File: src/rtl/bmx_pkg.sv
package bmx_pkg;
    localparam int DATA_W    = 32;
    localparam int MAX_BEATS = 8;
    localparam int BEAT_W    = $clog2(MAX_BEATS);

    typedef enum logic [1:0] {K_SINGLE = 2'd0, K_BLOCK = 2'd1, K_ATOMIC = 2'd2, K_BAD = 2'd3} kind_e;
    typedef enum logic [1:0] {SZ_BYTE = 2'd0, SZ_HALF = 2'd1, SZ_WORD = 2'd2, SZ_BAD = 2'd3} size_e;
    typedef enum logic [1:0] {M_SWAP = 2'd0, M_SET = 2'd1, M_CLR = 2'd2, M_ADD = 2'd3} mod_e;
    typedef enum logic [2:0] {S_IDLE, S_ARB, S_ADDR, S_DATA, S_GAP} st_e;
endpackage

File: src/rtl/bmx_req_check.sv
module bmx_req_check
    import bmx_pkg::*;
#(
    parameter int AW = 16
) (
    input  logic [1:0]    kind,
    input  logic [1:0]    size,
    input  logic [1:0]    blen,
    input  logic [AW-1:0] addr,
    output logic          bad
);
    logic [AW-1:0] blk_mask;
    logic          misal;

    always_comb begin
        blk_mask = (AW'(8) << blen) - AW'(1);
        misal    = 1'b0;
        if (kind == K_BLOCK) begin
            misal = (addr & blk_mask) != '0;
        end else if (size == SZ_HALF) begin
            misal = addr[0];
        end else if (size == SZ_WORD) begin
            misal = addr[1:0] != 2'b00;
        end
        bad = (kind == K_BAD)
            || (kind != K_BLOCK && size == SZ_BAD)
            || (kind == K_BLOCK && blen == 2'd3)
            || misal;
    end
endmodule

File: src/rtl/bmx_beat_gen.sv
module bmx_beat_gen
    import bmx_pkg::*;
#(
    parameter int AW = 16
) (
    input  logic [AW-1:0]     base,
    input  logic [BEAT_W-1:0] beat,
    input  logic [1:0]        blen,
    input  logic              is_block,
    output logic [AW-1:0]     beat_addr,
    output logic              last
);
    logic [BEAT_W-1:0] final_idx;

    always_comb begin
        final_idx = '0;
        if (is_block) begin
            unique case (blen)
                2'd0:    final_idx = BEAT_W'(1);
                2'd1:    final_idx = BEAT_W'(3);
                default: final_idx = BEAT_W'(MAX_BEATS - 1);
            endcase
        end
        beat_addr = base + (AW'(beat) << 2);
        last      = beat == final_idx;
    end
endmodule

File: src/rtl/bmx_modify.sv
module bmx_modify
    import bmx_pkg::*;
(
    input  logic [1:0]        op,
    input  logic [DATA_W-1:0] rd,
    input  logic [DATA_W-1:0] operand,
    output logic [DATA_W-1:0] result
);
    always_comb begin
        unique case (mod_e'(op))
            M_SWAP:  result = operand;
            M_SET:   result = rd | operand;
            M_CLR:   result = rd & ~operand;
            default: result = rd + operand;
        endcase
    end
endmodule

File: src/rtl/bmx_bus_master.sv
module bmx_bus_master
    import bmx_pkg::*;
#(
    parameter int AW = 16
) (
    input  logic              clk,
    input  logic              rst_n,
    input  logic              req_valid,
    output logic              req_ready,
    input  logic [1:0]        req_kind,
    input  logic [1:0]        req_size,
    input  logic              req_write,
    input  logic [1:0]        req_blen,
    input  logic [AW-1:0]     req_addr,
    input  logic [DATA_W-1:0] req_wdata,
    input  logic [1:0]        req_mod,
    input  logic [DATA_W-1:0] blk_wdata,
    output logic              blk_wtake,
    output logic              rsp_beat,
    output logic [DATA_W-1:0] rsp_rdata,
    output logic              rsp_done,
    output logic              rsp_err,
    output logic              bus_req,
    input  logic              bus_gnt,
    output logic              bus_lock,
    output logic              bus_aval,
    output logic [AW-1:0]     bus_addr,
    output logic              bus_write,
    output logic [1:0]        bus_size,
    output logic [1:0]        bus_burst,
    output logic [DATA_W-1:0] bus_wdata,
    input  logic [DATA_W-1:0] bus_rdata,
    input  logic              bus_rdy,
    input  logic              bus_busy
);
    typedef struct packed {
        st_e               st;
        kind_e             kind;
        logic              wr;
        size_e             size;
        logic [1:0]        blen;
        logic [AW-1:0]     addr;
        logic [DATA_W-1:0] wdata;
        logic [1:0]        mod;
        logic [BEAT_W-1:0] beat;
        logic              phase;
        logic              lock;
        logic              done;
        logic              err;
        logic              beat_v;
        logic [DATA_W-1:0] rdata;
    } ctl_t;

    ctl_t d, q;

    logic              req_bad;
    logic [AW-1:0]     beat_addr;
    logic              last;
    logic [DATA_W-1:0] mod_res;
    logic              busy_hit;
    logic              beat_ok;

    bmx_req_check #(.AW(AW)) u_check (
        .kind (req_kind),
        .size (req_size),
        .blen (req_blen),
        .addr (req_addr),
        .bad  (req_bad)
    );

    bmx_beat_gen #(.AW(AW)) u_beat (
        .base      (q.addr),
        .beat      (q.beat),
        .blen      (q.blen),
        .is_block  (q.kind == K_BLOCK),
        .beat_addr (beat_addr),
        .last      (last)
    );

    bmx_modify u_mod (
        .op      (q.mod),
        .rd      (bus_rdata),
        .operand (q.wdata),
        .result  (mod_res)
    );

    // Busy only counts before the first beat of a transfer; later beats may only wait.
    assign busy_hit = (q.st == S_DATA) && bus_busy && (q.beat == '0);
    assign beat_ok  = (q.st == S_DATA) && bus_rdy && !busy_hit;

    always_comb begin
        d        = q;
        d.done   = 1'b0;
        d.err    = 1'b0;
        d.beat_v = 1'b0;
        unique case (q.st)
            S_IDLE: begin
                if (req_valid) begin
                    if (req_bad) begin
                        d.done = 1'b1;
                        d.err  = 1'b1;
                    end else begin
                        d.st    = S_ARB;
                        d.kind  = kind_e'(req_kind);
                        d.wr    = (kind_e'(req_kind) == K_ATOMIC) ? 1'b0 : req_write;
                        d.size  = (kind_e'(req_kind) == K_BLOCK) ? SZ_WORD : size_e'(req_size);
                        d.blen  = req_blen;
                        d.addr  = req_addr;
                        d.wdata = req_wdata;
                        d.mod   = req_mod;
                        d.beat  = '0;
                        d.phase = 1'b0;
                        d.lock  = kind_e'(req_kind) == K_ATOMIC;
                    end
                end
            end
            S_ARB: begin
                if (bus_gnt) d.st = S_ADDR;
            end
            S_ADDR: begin
                d.st   = S_DATA;
                d.beat = '0;
            end
            S_DATA: begin
                if (busy_hit) begin
                    d.st = S_GAP;
                end else if (beat_ok) begin
                    if (!q.wr) begin
                        d.beat_v = 1'b1;
                        d.rdata  = bus_rdata;
                    end
                    if (last) begin
                        if (q.kind == K_ATOMIC && !q.phase) begin
                            d.phase = 1'b1;
                            d.wr    = 1'b1;
                            d.wdata = mod_res;
                            d.st    = S_ADDR;
                        end else begin
                            d.st   = S_IDLE;
                            d.done = 1'b1;
                            d.lock = 1'b0;
                        end
                    end else begin
                        d.beat = q.beat + BEAT_W'(1);
                    end
                end
            end
            S_GAP: begin
                d.st = bus_gnt ? S_ADDR : S_ARB;
            end
            default: d.st = S_IDLE;
        endcase
    end

    always_ff @(posedge clk or negedge rst_n) begin
        if (!rst_n) begin
            q <= '0;
        end else begin
            q <= d;
        end
    end

    assign req_ready = q.st == S_IDLE;
    assign bus_req   = (q.st == S_ARB) || (q.st == S_ADDR) || (q.st == S_DATA);
    assign bus_lock  = q.lock;
    assign bus_aval  = q.st == S_ADDR;
    assign bus_addr  = (q.st == S_DATA) ? beat_addr : q.addr;
    assign bus_write = q.wr;
    assign bus_size  = q.size;
    assign bus_burst = (q.kind == K_BLOCK) ? (q.blen + 2'd1) : 2'd0;
    assign bus_wdata = (q.kind == K_BLOCK) ? blk_wdata : q.wdata;
    assign blk_wtake = beat_ok && q.wr && (q.kind == K_BLOCK);
    assign rsp_beat  = q.beat_v;
    assign rsp_rdata = q.rdata;
    assign rsp_done  = q.done;
    assign rsp_err   = q.err;

    a_r1_ready_means_quiet: assert property (@(posedge clk) disable iff (!rst_n)
        req_ready |-> (!bus_req && !bus_aval && !bus_lock));

    a_r3_one_address_cycle: assert property (@(posedge clk) disable iff (!rst_n)
        bus_aval |=> !bus_aval);

    a_r4_refusal_off_bus: assert property (@(posedge clk) disable iff (!rst_n)
        rsp_err |-> (rsp_done && !bus_req));

    a_r5_write_half_next: assert property (@(posedge clk) disable iff (!rst_n)
        (q.st == S_DATA && q.kind == K_ATOMIC && !q.wr && bus_rdy && !bus_busy)
        |=> (bus_aval && bus_write));

    a_r6_lock_drops_at_done: assert property (@(posedge clk) disable iff (!rst_n)
        $fell(bus_lock) |-> rsp_done);

    a_r7_release_after_busy: assert property (@(posedge clk) disable iff (!rst_n)
        busy_hit |=> !bus_req);

    a_r8_parked_regrant: assert property (@(posedge clk) disable iff (!rst_n)
        (q.st == S_GAP && bus_gnt) |=> bus_aval);

    a_r10_done_single_cycle: assert property (@(posedge clk) disable iff (!rst_n)
        rsp_done |=> !rsp_done);
endmodule

File: config.mk
export PLATFORM = sky130hd
export DESIGN_NAME = bmx_bus_master
export DESIGN_NICKNAME = d
export VERILOG_FILES = /design/src/rtl/bmx_pkg.sv /design/src/rtl/bmx_req_check.sv /design/src/rtl/bmx_beat_gen.sv /design/src/rtl/bmx_modify.sv /design/src/rtl/bmx_bus_master.sv
export SDC_FILE = /design/constraint.sdc
export NUM_CORES = 1
export LEC_CHECK = 0
export BUFFER_PORTS_ARGS = -buffer_cell sky130_fd_sc_hd__buf_4
export CAP_MARGIN = 10
export CELL_PAD_IN_SITES_DETAIL_PLACEMENT = 1
export CELL_PAD_IN_SITES_GLOBAL_PLACEMENT = 1
export CORE_ASPECT_RATIO = 0.8
export CORE_MARGIN = 1.5
export CORE_UTILIZATION = 30
export DETAILED_ROUTE_END_ITERATION = 10
export GPL_ROUTABILITY_DRIVEN = 0
export PLACE_DENSITY = 0.78
export RECOVER_POWER = 25
export SYNTH_ARGS = -nofsm -noshare
export SYNTH_HDL_FRONTEND = slang
export SYNTH_SLANG_ARGS = --single-unit
export TNS_END_PERCENT = 30
File: constraint.sdc
create_clock -name clk -period 2.6 [get_ports clk]
set_clock_uncertainty 0.1 [all_clocks]
set_input_delay 0.13 -clock clk [delete_from_list [all_inputs] [get_ports clk]]
set_output_delay 0.13 -clock clk [all_outputs]
set_load 0.05 [all_outputs]
==> impl_metrics.py <==
metrics = {
    "sta": {
        "finalCriticalPeriod_ps": 2750,
        "worstMarginPinSlew_ps": 1468,
        "final_max_slew_viol_count": 0,
        "setup_ws_ps": -149.8,
        "fin_tns_setup_ps": -365.3,
        "setup_viol": 5,
        "max_freq_ghz": 0.3637,
        "max_slew_margin": 0.02126,
        "rsz0062_at_grt": "yes",
        "finalHoldViolCount": 0,
        "timing.final.crit_share": 1.058,
    },
    "power": {
        "irDropWorstVdd_uv": 926.9,
        "internal-power_uw": 7182,
        "clock_power_share": 0.091,
        "combPwrFrac": 0.738,
        "swShare": 0.5484,
        "total_power_uw": 15900,
        "p_leak_uw": 0.006094,
        "power_density_mw_per_mm2": 1235,
        "p_seq_frac": 0.172,
        "power_switching_uw": 8720,
    },
    "die": {
        "die_w_um": 192.8,
        "rows": 55,
        "start_util": 0.3058,
        "num_io_pins": 220,
        "core_area_mm2": 0.02828,
        "die-area_mm2": 0.02986,
        "die_y_um": 154.9,
    },
    "worst_setup_path": {
        "rr_startpoint": "q[63]",
        "r2r-end": "q[71]",
        "rr_worst_depth": 11,
        "critical_path_class": "register to register",
        "critPathCaptureType": "register",
        "start_kind": "register",
        "required_ps": 2740,
        "reg2reg_slack_ps": -150,
        "crit_path_max_fanout": 3,
        "cp.arrival_ps": 2890,
    },
    "run_status": {
        "violations": "negative setup slack",
        "run_status": "finished, violations left",
    },
    "global_routing": {
        "grt_max_degree": 68,
        "grt_overflow": 0,
        "grt_use_total": 0.2281,
        "antenna_found_initial": 2,
        "grt_pass1_wl_mm": 53.36,
        "grt_pass1_vias": 9910,
    },
    "placement": {
        "dp_hpwl_mm": 24.82,
        "placed_area_mm2": 0.01112,
        "io_buffers": 219,
    },
    "clock_tree": {
        "cts_tree": "done",
        "clockRootBuffer": "clkbuf_16",
        "cts_buffers": 9,
        "clock_sinks": 100,
        "cts.clk_slew.worst_paths_ps": 80,
        "htreeDepth": 3,
        "clock_path_buffers": 2,
        "clock_latency_ps": 380,
    },
    "worst_hold_path": {
        "hold_depth": 4,
        "hp-class": "primary input to register",
        "min_from": "req_wdata[24]",
        "hold_end": "q[66]",
    },
    "synth": {
        "synth_nets": 1332,
        "synth_edf_count": 0,
        "synth_seq_cells": 100,
        "ys_warn_count": 0,
        "synth.cell_area_mm2": 0.008648,
        "synth_top_flop_cell": "dfrtp_1",
        "syn_inst": 1096,
        "async_flop_share": 1.000,
        "synth.avg_cell_area_um2": 7.891,
        "ys_types": 72,
        "ys_seq_area_frac": 0.2894,
    },
    "layout": {
        "final_cell_mix": "buf_4, nand2_1, o21ai_0",
        "filler_cell_count": 3347,
        "stdcell_area_mm2": 0.01288,
        "nets": 1673,
        "area_delta_synth_final_pct": 48.89,
        "layout_commonest_cell": "buf_4",
        "drive_above_1_share": 0.3183,
        "seq_area_mm2": 0.002505,
        "multi_input_area_mm2": 0.005879,
    },
    "job": {
        "maxCapViolCount": 0,
    },
    "route": {
        "drt_iter0_markers": 394,
        "vias": 9362,
        "ant_nets": 0,
        "drc": 0,
        "dr.pass1.iters": 5,
        "wl_per_cell_um": 19.52,
        "wl_mm": 35.41,
        "avgViaCountPerCell": 5.161,
    },
}
## per-stage QoR
stage | util | hold slack, ps | cells | worst slack (ps)
global placement | 0.3933 | 130.4 | 1699 | -139.2
finish | 0.4553 | 9.400 | 1814 | -149.8
global route | 0.4553 | 9.350 | 1814 | -237.7
floorplan | - | -265.6 | 1096 | 106.2
detailed placement | 0.3933 | 144.0 | 1699 | -247.4
CTS | 0.4377 | 2.251 | 1791 | 2.134
## cells by family (layout without fill, tap and decap cells)
group           count (synthesis)  in the layout  synth area share
buf+inv                       187            533            0.1013
other cells                     0              2                 0
mux                             3              3          0.003761
flops                         100            100            0.2894
fa+ha+maj                     109            109            0.1594
simple gates                  337            337            0.1768
xor+xnor                       37             37           0.03747
compound gates                323            323            0.2319
## synthesized netlist by cell type (4+ instances only)
cell,number,area (um^2)
a221oi_1,6,52.55
nand4_1,10,62.56
o211ai_1,34,255.2
ha_1,107,1339
or3_1,4,25.02
dfrtp_1,100,2502
a311oi_1,4,35.03
a22oi_1,6,45.04
nor2b_1,5,31.28
nand2_1,190,713.2
buf_2,10,50.05
nand3b_1,6,45.04
xor2_1,16,140.1
nor3_1,14,70.07
a2bb2oi_1,8,70.07
xnor2_1,21,183.9
o21ai_0,127,635.6
a31oi_1,8,50.05
inv_1,91,341.6
nand3_1,26,130.1
nor2_1,42,157.7
a211oi_1,12,90.09
a21oi_1,66,330.3
o21a_1,5,37.54
a21o_1,10,75.07
clkbuf_1,42,157.7
buf_4,39,292.8
and3_1,8,50.05
nand2b_1,10,62.56
## critical path, cell delays in order (launching register included)
cell and delay (ps):
dfrtp_1 390, inv_1 80, ha_1 310, nand4_1 170, buf_4 210, nor3_1 240, a32oi_2 120, a311o_1 420
a31oi_2 210, xnor2_1 100, o211ai_2 130, o211ai_1 110
## state kept, by name (all words and copies together) (netlist names)
register,cells
rsp_err,1
bus_lock,1
q,61
rsp_done,1
bus_size,2
bus_write,1
rsp_beat,1
rsp_rdata,32
## area by class of cell
class,count,share of cell area
multi-input combinational,809,0.4566
timing repair buffer,425,0.2629
sequential,100,0.1945
tap,370,0.03595
inverter,92,0.02682
clock buffer,10,0.01778
clock inverter,6,0.005053
antenna,2,0.0003887
## repair_timing
| action | in CTS | in global routing |
|---|---|---|
| pin swaps | 15 | 55 |
| setup endpoints to repair | 20 | 31 |
| hold endpoints to repair | 112 | 0 |
| gates resized for setup | 38 | 93 |
| setup buffers | 11 | 23 |
| hold buffers | 65 | 0 |
## power groups by stage
stage	sequential [uW]	combinational [uW]	clock, uW
2_1_floorplan	2660	7090	0
3_3_place_gp	2660	10300	0
3_5_place_dp	2720	10500	0
4_1_cts	2700	11000	1470
5_1_grt	2800	12600	1530
6_report	2730	11700	1440
## worst max path at each step
stage | to | depth (start not counted) | start | slack (ps)
final | q[71] | 11 | q[63] | -150
after floorplan | bus_addr[4] | 5 | q[99] | 110
after CTS | q[56] | 10 | q[90] | 2
after global placement | q[56] | 12 | req_blen[1] | -140
after global routing | q[71] | 11 | q[63] | -240
after detailed placement | q[69] | 11 | q[43] | -250
## per-layer routing
layer / global-route usage / wire length [um]
met1: 0.2896 / 15280
met2: 0.3992 / 17440
met3: 0.04760 / 2141
met4: 0.04171 / 546
met5: 0 / 0
(Power assumes the default switching activity.)
